==> src/rtl/brr_pkg.sv <==
package brr_pkg;
  typedef enum logic [1:0] {
    BRR_IDLE = 2'd0,
    BRR_WAIT = 2'd1,
    BRR_BEAT = 2'd2,
    BRR_RFSH = 2'd3
  } brr_state_e;
endpackage

==> src/rtl/brr_refresh_tick.sv <==
module brr_refresh_tick #(
  parameter int INTERVAL = 256
) (
  input  logic clk,
  input  logic rst_n,
  output logic due
);
  localparam int TW = (INTERVAL > 2) ? $clog2(INTERVAL) : 1;
  localparam logic [TW-1:0] TOP = TW'(INTERVAL - 1);

  logic [TW-1:0] tmr_q, tmr_n;

  always_comb begin
    tmr_n = (tmr_q == TOP) ? '0 : tmr_q + TW'(1);
  end

  always_ff @(posedge clk or negedge rst_n) begin
    if (!rst_n) tmr_q <= '0;
    else        tmr_q <= tmr_n;
  end

  assign due = (tmr_q == TOP);

  // a due cycle is a single-cycle event
  a_r7_single_due: assert property (@(posedge clk) disable iff (!rst_n)
    due |=> !due);
endmodule

==> src/rtl/brr_pattern.sv <==
module brr_pattern #(
  parameter int ADDR_W = 16,
  parameter int DATA_W = 64,
  parameter logic [DATA_W-1:0] SEED = '0
) (
  input  logic [ADDR_W-1:0] addr,
  output logic [DATA_W-1:0] data
);
  for (genvar i = 0; i < DATA_W; i++) begin : g_bit
    assign data[i] = addr[i % ADDR_W] ^ SEED[i];
  end
endmodule

==> src/rtl/brr_sequencer.sv <==
module brr_sequencer
  import brr_pkg::*;
#(
  parameter int ADDR_W   = 16,
  parameter int LEN_W    = 4,
  parameter int CAS_LAT  = 5,
  parameter int RFSH_LEN = 8
) (
  input  logic              clk,
  input  logic              rst_n,
  input  logic              due,
  input  logic              req_valid,
  input  logic [ADDR_W-1:0] req_addr,
  input  logic [LEN_W-1:0]  req_len,
  output logic              req_ready,
  output logic              beat_valid,
  output logic              beat_last,
  output logic [ADDR_W-1:0] beat_addr
);
  localparam int CMAX = (CAS_LAT > RFSH_LEN) ? CAS_LAT : RFSH_LEN;
  localparam int CW   = $clog2(CMAX + 1);
  localparam logic [CW-1:0] WAIT_LOAD = CW'(CAS_LAT - 2);
  localparam logic [CW-1:0] RFSH_LOAD = CW'(RFSH_LEN - 1);

  brr_state_e        state_q, state_n;
  logic [CW-1:0]     cnt_q, cnt_n;
  logic [LEN_W-1:0]  left_q, left_n;
  logic [ADDR_W-1:0] addr_q, addr_n;
  logic              pend_q, pend_n;
  logic              cont_q, cont_n;
  logic              accept, go_rfsh, hit;

  assign req_ready = (state_q == BRR_IDLE) && !pend_q && !due;
  assign accept    = req_valid && req_ready;
  assign go_rfsh   = pend_q || due;
  assign hit       = cont_q && (req_addr == addr_q);

  always_comb begin
    state_n = state_q;
    cnt_n   = cnt_q;
    left_n  = left_q;
    addr_n  = addr_q;
    pend_n  = pend_q | due;
    cont_n  = cont_q;
    case (state_q)
      BRR_IDLE: begin
        if (accept) begin
          addr_n = req_addr;
          left_n = req_len;
          if (hit) begin
            state_n = BRR_BEAT;
          end else begin
            state_n = BRR_WAIT;
            cnt_n   = WAIT_LOAD;
          end
        end else if (go_rfsh) begin
          state_n = BRR_RFSH;
          cnt_n   = RFSH_LOAD;
          pend_n  = 1'b0;
          cont_n  = 1'b0;
        end
      end
      BRR_WAIT: begin
        if (cnt_q == '0) state_n = BRR_BEAT;
        else             cnt_n   = cnt_q - CW'(1);
      end
      BRR_BEAT: begin
        addr_n = addr_q + ADDR_W'(1);
        if (left_q == '0) begin
          cont_n = 1'b1;
          if (go_rfsh) begin
            state_n = BRR_RFSH;
            cnt_n   = RFSH_LOAD;
            pend_n  = 1'b0;
            cont_n  = 1'b0;
          end else begin
            state_n = BRR_IDLE;
          end
        end else begin
          left_n = left_q - LEN_W'(1);
        end
      end
      default: begin
        if (cnt_q == '0) state_n = BRR_IDLE;
        else             cnt_n   = cnt_q - CW'(1);
      end
    endcase
  end

  always_ff @(posedge clk or negedge rst_n) begin
    if (!rst_n) begin
      state_q <= BRR_IDLE;
      cnt_q   <= '0;
      left_q  <= '0;
      addr_q  <= '0;
      pend_q  <= 1'b0;
      cont_q  <= 1'b0;
    end else begin
      state_q <= state_n;
      cnt_q   <= cnt_n;
      pend_q  <= pend_n;
      cont_q  <= cont_n;
      if (accept || state_q == BRR_BEAT) begin
        left_q <= left_n;
        addr_q <= addr_n;
      end
    end
  end

  assign beat_valid = (state_q == BRR_BEAT);
  assign beat_last  = beat_valid && (left_q == '0);
  assign beat_addr  = addr_q;

  // a fresh access shows no word in the cycle after acceptance
  a_r2_no_early_word: assert property (@(posedge clk) disable iff (!rst_n)
    (accept && !hit) |=> !beat_valid);
  // words of one burst walk through consecutive addresses
  a_r3_contiguous: assert property (@(posedge clk) disable iff (!rst_n)
    (beat_valid && $past(beat_valid)) |-> (beat_addr == $past(beat_addr) + ADDR_W'(1)));
  // the final word closes the burst
  a_r3_last_closes: assert property (@(posedge clk) disable iff (!rst_n)
    beat_last |=> !beat_valid);
  // nothing interrupts a burst before its final word
  a_r8_no_break: assert property (@(posedge clk) disable iff (!rst_n)
    (beat_valid && !beat_last) |=> beat_valid);
  // the port closes once a request is taken
  a_r6_closed_after_accept: assert property (@(posedge clk) disable iff (!rst_n)
    accept |=> !req_ready);
  // refresh only starts when one is owed
  a_r7_refresh_owed: assert property (@(posedge clk) disable iff (!rst_n)
    $rose(state_q == BRR_RFSH) |-> $past(go_rfsh));
endmodule

==> src/rtl/burst_read_responder.sv <==
module burst_read_responder #(
  parameter int ADDR_W        = 16,
  parameter int LEN_W         = 4,
  parameter int DATA_W        = 64,
  parameter int CAS_LAT       = 5,
  parameter int RFSH_INTERVAL = 256,
  parameter int RFSH_LEN      = 8,
  parameter logic [DATA_W-1:0] DATA_SEED = DATA_W'(64'h3C5A_96F0_A50F_C369)
) (
  input  logic              clk,
  input  logic              rst_n,
  input  logic              req_valid,
  output logic              req_ready,
  input  logic [ADDR_W-1:0] req_addr,
  input  logic [LEN_W-1:0]  req_len,
  output logic              rsp_valid,
  output logic              rsp_last,
  output logic [DATA_W-1:0] rsp_data
);
  logic              due;
  logic [ADDR_W-1:0] beat_addr;

  brr_refresh_tick #(
    .INTERVAL (RFSH_INTERVAL)
  ) u_tick (
    .clk   (clk),
    .rst_n (rst_n),
    .due   (due)
  );

  brr_sequencer #(
    .ADDR_W   (ADDR_W),
    .LEN_W    (LEN_W),
    .CAS_LAT  (CAS_LAT),
    .RFSH_LEN (RFSH_LEN)
  ) u_seq (
    .clk        (clk),
    .rst_n      (rst_n),
    .due        (due),
    .req_valid  (req_valid),
    .req_addr   (req_addr),
    .req_len    (req_len),
    .req_ready  (req_ready),
    .beat_valid (rsp_valid),
    .beat_last  (rsp_last),
    .beat_addr  (beat_addr)
  );

  brr_pattern #(
    .ADDR_W (ADDR_W),
    .DATA_W (DATA_W),
    .SEED   (DATA_SEED)
  ) u_pat (
    .addr (beat_addr),
    .data (rsp_data)
  );

  // last flag only accompanies a valid word
  a_r3_last_valid: assert property (@(posedge clk) disable iff (!rst_n)
    rsp_last |-> rsp_valid);
endmodule

==> config.mk <==
export PLATFORM = sky130hd
export DESIGN_NAME = burst_read_responder
export DESIGN_NICKNAME = d
export VERILOG_FILES = /design/src/rtl/brr_pkg.sv /design/src/rtl/brr_refresh_tick.sv /design/src/rtl/brr_pattern.sv /design/src/rtl/brr_sequencer.sv /design/src/rtl/burst_read_responder.sv
export SDC_FILE = /design/constraint.sdc
export NUM_CORES = 1
export LEC_CHECK = 0
export CAP_MARGIN = 30
export CORE_ASPECT_RATIO = 1.5
export CORE_MARGIN = 5
export CORE_UTILIZATION = 41
export DETAILED_ROUTE_END_ITERATION = 16
export HOLD_SLACK_MARGIN = 0.1
export PLACE_DENSITY = 0.76
export SLEW_MARGIN = 20
export SYNTH_ARGS = -nofsm -noshare
export SYNTH_HDL_FRONTEND = slang
export SYNTH_HIERARCHICAL = 1
export SYNTH_SLANG_ARGS = --single-unit
export TNS_END_PERCENT = 30
==> constraint.sdc <==
create_clock -name clk -period 1.85 [get_ports clk]
set_input_delay 0.555 -clock clk [delete_from_list [all_inputs] [get_ports clk]]
set_output_delay 0.555 -clock clk [all_outputs]
set_load 0.005 [all_outputs]
# After elaboration in Yosys (flattened, before gate mapping)
# Index checks and enable logic that the tools add are counted.
# totals
out_inout_bits	67
wordCells	89
input_bits	23
register_bits	36
# op_classes
n_reduce_logical	19
n_eq_ne	13
n_addsub	4
mux	29
bitwise_logic	17
# op_table
operator	count
one-hot mux 16 bit (2 select lines)	1
2-to-1 mux 4 bit	7
adder 16 x 1 -> 16 bit, second input constant	1
equality test 16 bit	1
2-to-1 mux 16 bit	1
inverter 1 bit	16
one-hot mux 4 bit (2 select lines)	2
2-to-1 mux 2 bit	7
AND reduction 4 bit	3
adder 8 x 1 -> 8 bit, second input constant	1
equality test 8 bit, second input constant	1
zero test 4 bit	2
2-to-1 mux 8 bit	1
subtractor 4 x 1 -> 4 bit, second input constant	2
2-to-1 mux 1 bit	7
inequality test 2 x 1 -> 1 bit, second input constant	3
inequality test 2 bit, second input constant	3
inequality test 3 x 1 -> 1 bit, second input constant	2
one-hot mux 2 bit (3 select lines)	1
AND reduction 3 bit	2
logical AND 1 bit	5
one-hot mux 1 bit (2 select lines)	2
inequality test 3 bit, second input constant	1
nonzero test 3 bit	1
other kinds (7)	9

# Depth between registers and ports, before layout
# logic_depth
ltp_word	6
mapped_depth	10
mapped_depth_nobuf	9

# By module
# The synthesis kept the hierarchy.
# modules_own_cells
module	cells_per_inst	n_inst	area_each_um2	seq_area_each_um2
brr_sequencer	212	1	1840.5	700.7
brr_pattern	64	1	420.4	0.0
brr_refresh_tick	29	1	342.8	200.2

# Worst setup path before layout
# OpenSTA, ideal clock, no wires.
# synth_timing
path_type	register to register
from	register u_tick.tmr_q[0]
to	register u_seq.addr_q[0], in the netlist u_seq/beat_addr[0]
required_time_ps	1724
t_arrival_ps	1907
path_stages_with_launch	10
slack_ps	-183
synth_period_minus_slack_ps	2033
setup_ps	126
n_path_buf	1
path_cell_list	dfrtp_1 > ha_1 > nand2_1 > nor3_2 > or4_4 > clkinv_2 > and2_1 > buf_6 > nor2_1 > a221o_1
# synth_via
elab_chain_cells	6
elab_cells_between_ends	7
cone_classes	eq/ne: 2; reduce/logical: 5
# synth_lines
item	line	rtl
start, declared	brr_refresh_tick.sv:11	logic [TW-1:0] tmr_q, tmr_n;
start signal, assigned	brr_refresh_tick.sv:19	else tmr_q <= tmr_n;
equality test 8 bit *	brr_refresh_tick.sv:22	assign due = (tmr_q == TOP);
named net due	burst_read_responder.sv:20	logic due;
zero test 1 bit *	brr_sequencer.sv:33	assign req_ready = (state_q == BRR_IDLE) && !pend_q && !due;
logical AND 1 bit *	brr_sequencer.sv:33	
named net req_ready	burst_read_responder.sv:13	output logic req_ready,
logical AND 1 bit *	brr_sequencer.sv:34	assign accept = req_valid && req_ready;
inequality test 2 x 1 -> 1 bit (no source line) / logical OR 1 bit (equally long branches)	--	
AND reduction 3 bit (no source line) *	--	
end signal, assigned	brr_sequencer.sv:105	addr_q <= addr_n;
end, declared	brr_sequencer.sv:28	logic [ADDR_W-1:0] addr_q, addr_n;
# The timed path passes the listed nets; every way through them passes the cells marked *.
# A chain may end at the register's enable or synchronous reset.

# Worst setup path in the final report
# layout_timing
from	register u_tick.tmr_q[1]
to	output req_ready
# layout_via
elab_chain_cells	3
# layout_lines
item	line
equality test 8 bit	brr_refresh_tick.sv:22
named net due	burst_read_responder.sv:20
zero test 1 bit	brr_sequencer.sv:33
logical AND 1 bit	brr_sequencer.sv:33
end, declared	burst_read_responder.sv:13
# The timed path passes the listed nets, and every way through them passes these cells.

==> run_results.csv <==
group,metric,value,unit
clock_network,cts_buffer_depth,2,
placed_design,hpwl,5710,um
timing,finalSetupTns,-4350,ps
route,drt_wl_total,8170,um
critical_path,required,1290,ps
global_routing,grt-ovfl-total,0,
global_routing,grt_pass1_wl,13200,um
global_routing,grt.total_usage,0.207,
global_routing,grt_max_degree,37,
synth,mappedNetlistArea,0.00260,mm^2
timing,max_freq,465,MHz
floorplanning,die_w,75.1,um
floorplanning,num_rows,35,
final_layout,nets,438,
outcome,violations,"setup timing",
timing,min_period_over_period,1.16,
clock_network,cts_buffers,5,
timing,timing.final.crit_period,2150,ps
synth,synth_edf_count,0,
clock_network,ctsHoldBuffers,0,
floorplanning,core_area,0.00617,mm^2
floorplanning,start_util,0.422,
clock_network,cts.clk_slew.worst_paths,70,ps
critical_path,crit_fanout,2,
critical_path,crit_family,"simple AND/OR/NAND/NOR gates",
floorplanning,die_area,0.00808,mm^2
min_path,min-delay-start,"u_seq/beat_addr[15]",
critical_path,crit_buf_inv,2,
clock_network,cts.htree.levels,2,
critical_path,arrival,1590,ps
power,p_per_area,1520,mW/mm^2
clock_network,clk_latency,290,ps
route,dr_wl_met3,550,um
job,cap_violations,0,
synth,ys_types,54,
route,drt-initial-drc-count,342,
critical_path,worstSetupPathType,"reg2out",
floorplanning,io_pins,90,
timing,whs,539,ps
route,drc,0,
placed_design,gp_congestion,0.905,
global_routing,antenna_found_initial,0,
critical_path,slowest_delay,440,ps
critical_path,rr_worst_depth,11,
timing,grt_setup_unrepaired,"yes",
timing,worst_slew_pin_slew,454,ps
final_layout,diodes,0,
outcome,status,"complete, but fails checks",
min_path,hold_depth,1,
power,p_leak,1.94,nW
timing,worst_slack,-299,ps
timing,hold_violations,0,
route,topRoutingLayerUsed,"met4",
synth,ys.flop_type,"dfrtp_1",
critical_path,r2r_start,"u_tick/tmr_q[1]",
synth,ys_seq_area_frac,0.346,
timing,max_slew_margin,0.695,
synth,async_flop_share,1.00,
route,drt-pass1-iter-count,4,
synth,yosysWarnings,6,
clock_network,cts_tree,"done",
route,wl_met1,2770,um
floorplanning,die_h,108,um
route,dr_total_vias,2689,
final_layout,drive_gt1_frac,0.345,
critical_path,r2r_end,"u_seq/beat_addr[10]",
power,ir_worst_vdd,908,uV
min_path,hold_end,"u_seq/beat_addr[15]",
route,met2_length,4480,um
global_routing,grt_pass1_vias,2882,
critical_path,startpoint_type,"flip-flop",
clock_network,cts_sinks,36,
placed_design,numPortBuffers,89,
route,wire_per_inst,16.8,um
synth,avgSynthCellArea,8.54,um^2
route,vias_per_cell,5.54,
timing,finalSetupViolCount,28,
synth,netlist_instances,305,
critical_path,r2r_slack,-230,ps
timing,worst_clock_skew,8.51,ps
synth,ys_ff_latch,36,
critical_path,cp_slowest_cell,"or4_4",
min_path,hold_class,"reg2reg",
critical_path,crit_chain,"ha_2, nand2_4, nor3_4, or4_4, clkinv_4, buf_6",
critical_path,critPathCaptureType,"primary output",
timing,final_max_slew_viol_count,0,
clock_network,clockRootBuffer,"clkbuf_8",
final_layout,area_growth,53.7,%
route,antenna_left,0,
synth,syn_nets,332,
[placed cells by master, fill, tap and decap left out, types with 3 or more instances in the layout]
master	Yosys	final
buf_4	49	55
clkdlybuf4s50_1	0	37
dlygate4sd2_1	0	36
dfrtp_1	36	23
nor2_1	24	21
inv_1	25	19
a21oi_1	16	15
buf_6	3	13
dlymetal6s2s_1	0	13
xnor2_1	13	13
nand3_1	13	13
dfrtp_2	0	13
nand2_1	17	12
nor3_1	12	10
xor2_1	8	8
clkbuf_8	0	7
inv_2	0	6
nand4_1	5	5
o21ai_1	0	5
nand2_2	2	4
o21ai_0	13	4
o22ai_2	0	4
a221o_1	4	4
o21ai_2	0	4
nor4_1	3	3
a211oi_2	2	3
o22ai_1	7	3
and3_1	4	3
[state kept, by name, indices dropped and copies added (netlist names)]
register,cells
u_seq/beat_addr,16
u_seq/cnt_q,4
u_seq/cont_q,1
u_seq/left_q,4
u_seq/pend_q,1
u_seq/state_q,2
u_tick/tmr_q,8
[power breakdown]
| part | switching (mW) | internal [mW] |
|---|---|---|
| Sequential | 0.376 | 1.08 |
| Combinational | 1.78 | 2.21 |
| Clock | 0.280 | 0.332 |
| Total | 2.44 | 3.63 |
[kinds of logic (layout without fill, tap and decap cells)]
logic type / count (synthesis) / after routing / synth area share
XOR/XNOR: 21 / 21 / 0.0706
multiplexers: 2 / 2 / 0.00817
flip-flops: 36 / 36 / 0.346
adder cells (fa/ha/maj): 4 / 4 / 0.0192
buffers and inverters: 84 / 190 / 0.201
AND/OR/NAND/NOR: 93 / 93 / 0.184
AO/OA/AOI/OAI: 65 / 65 / 0.171
[synth_stat cells (2+ instances only)]
cell | n | share of area
buf_4 | 49 | 0.14
dfrtp_1 | 36 | 0.35
inv_1 | 25 | 0.036
nor2_1 | 24 | 0.035
nand2_1 | 17 | 0.025
a21oi_1 | 16 | 0.031
nand3_1 | 13 | 0.025
o21ai_0 | 13 | 0.025
xnor2_1 | 13 | 0.044
nor3_1 | 12 | 0.023
xor2_1 | 8 | 0.027
o22ai_1 | 7 | 0.017
nand4_1 | 5 | 0.012
a221o_1 | 4 | 0.015
and3_1 | 4 | 0.0096
clkbuf_1 | 4 | 0.0058
ha_1 | 4 | 0.019
buf_6 | 3 | 0.013
nor4_1 | 3 | 0.0072
a211oi_1 | 2 | 0.0058
a211oi_2 | 2 | 0.0096
a22oi_1 | 2 | 0.0058
a311oi_1 | 2 | 0.0067
a31oi_1 | 2 | 0.0048
nand2_2 | 2 | 0.0048
nand2b_1 | 2 | 0.0048
o31ai_1 | 2 | 0.0058
or3_4 | 2 | 0.0086
or3b_2 | 2 | 0.0067
[layout make-up]
cell class	instances	area, um^2
inverters	26	103
fillers	477	2170
flip-flops and latches	36	917
multi-input cells	185	1360
repair buffers	157	1440
clock buffers	7	96.3
well taps	74	92.6
[how the worst max path moves through the flow]
stage                         start                  to  slack (ps)  cells past startpoint
floorplan           u_tick/tmr_q[0]  u_seq/beat_addr[0]        -100                      9
global placement    u_tick/tmr_q[1]           req_ready        -370                      6
detailed placement  u_tick/tmr_q[1]           req_ready        -390                      6
CTS                 u_tick/tmr_q[0]           req_ready        -400                      6
global route        u_tick/tmr_q[1]           req_ready        -360                      6
finish              u_tick/tmr_q[1]           req_ready        -300                      6
[timing repair]
item / CTS / global route
pin swaps: 20 / 8
endpoints found under the setup margin: 83 / 42
gates cloned: 1 / 0
endpoints found under the hold margin: 0 / 0
gates resized for setup: 108 / 22
setup buffers: 14 / 1
[layer usage]
layer / up-vias / track usage
li1: 1229 / -
met1: 1279 / 0.217
met2: 137 / 0.373
met3: 44 / 0.0364
met4: 0 / 0.115
met5: - / 0
[metrics by stage]
step | util | power [mW] | worst slack, ps | instance area, um^2 | instances
after floorplan | - | 3.56 | -95.5 | 2640 | 305
after global placement | 0.586 | 5.01 | -368 | 3620 | 464
after detailed placement | 0.586 | 5.11 | -391 | 3620 | 464
after CTS | 0.640 | 5.99 | -402 | 3950 | 485
after global routing | 0.648 | 6.46 | -362 | 4000 | 485
final | 0.648 | 6.06 | -299 | 4000 | 485
(Power assumes the default switching activity.)
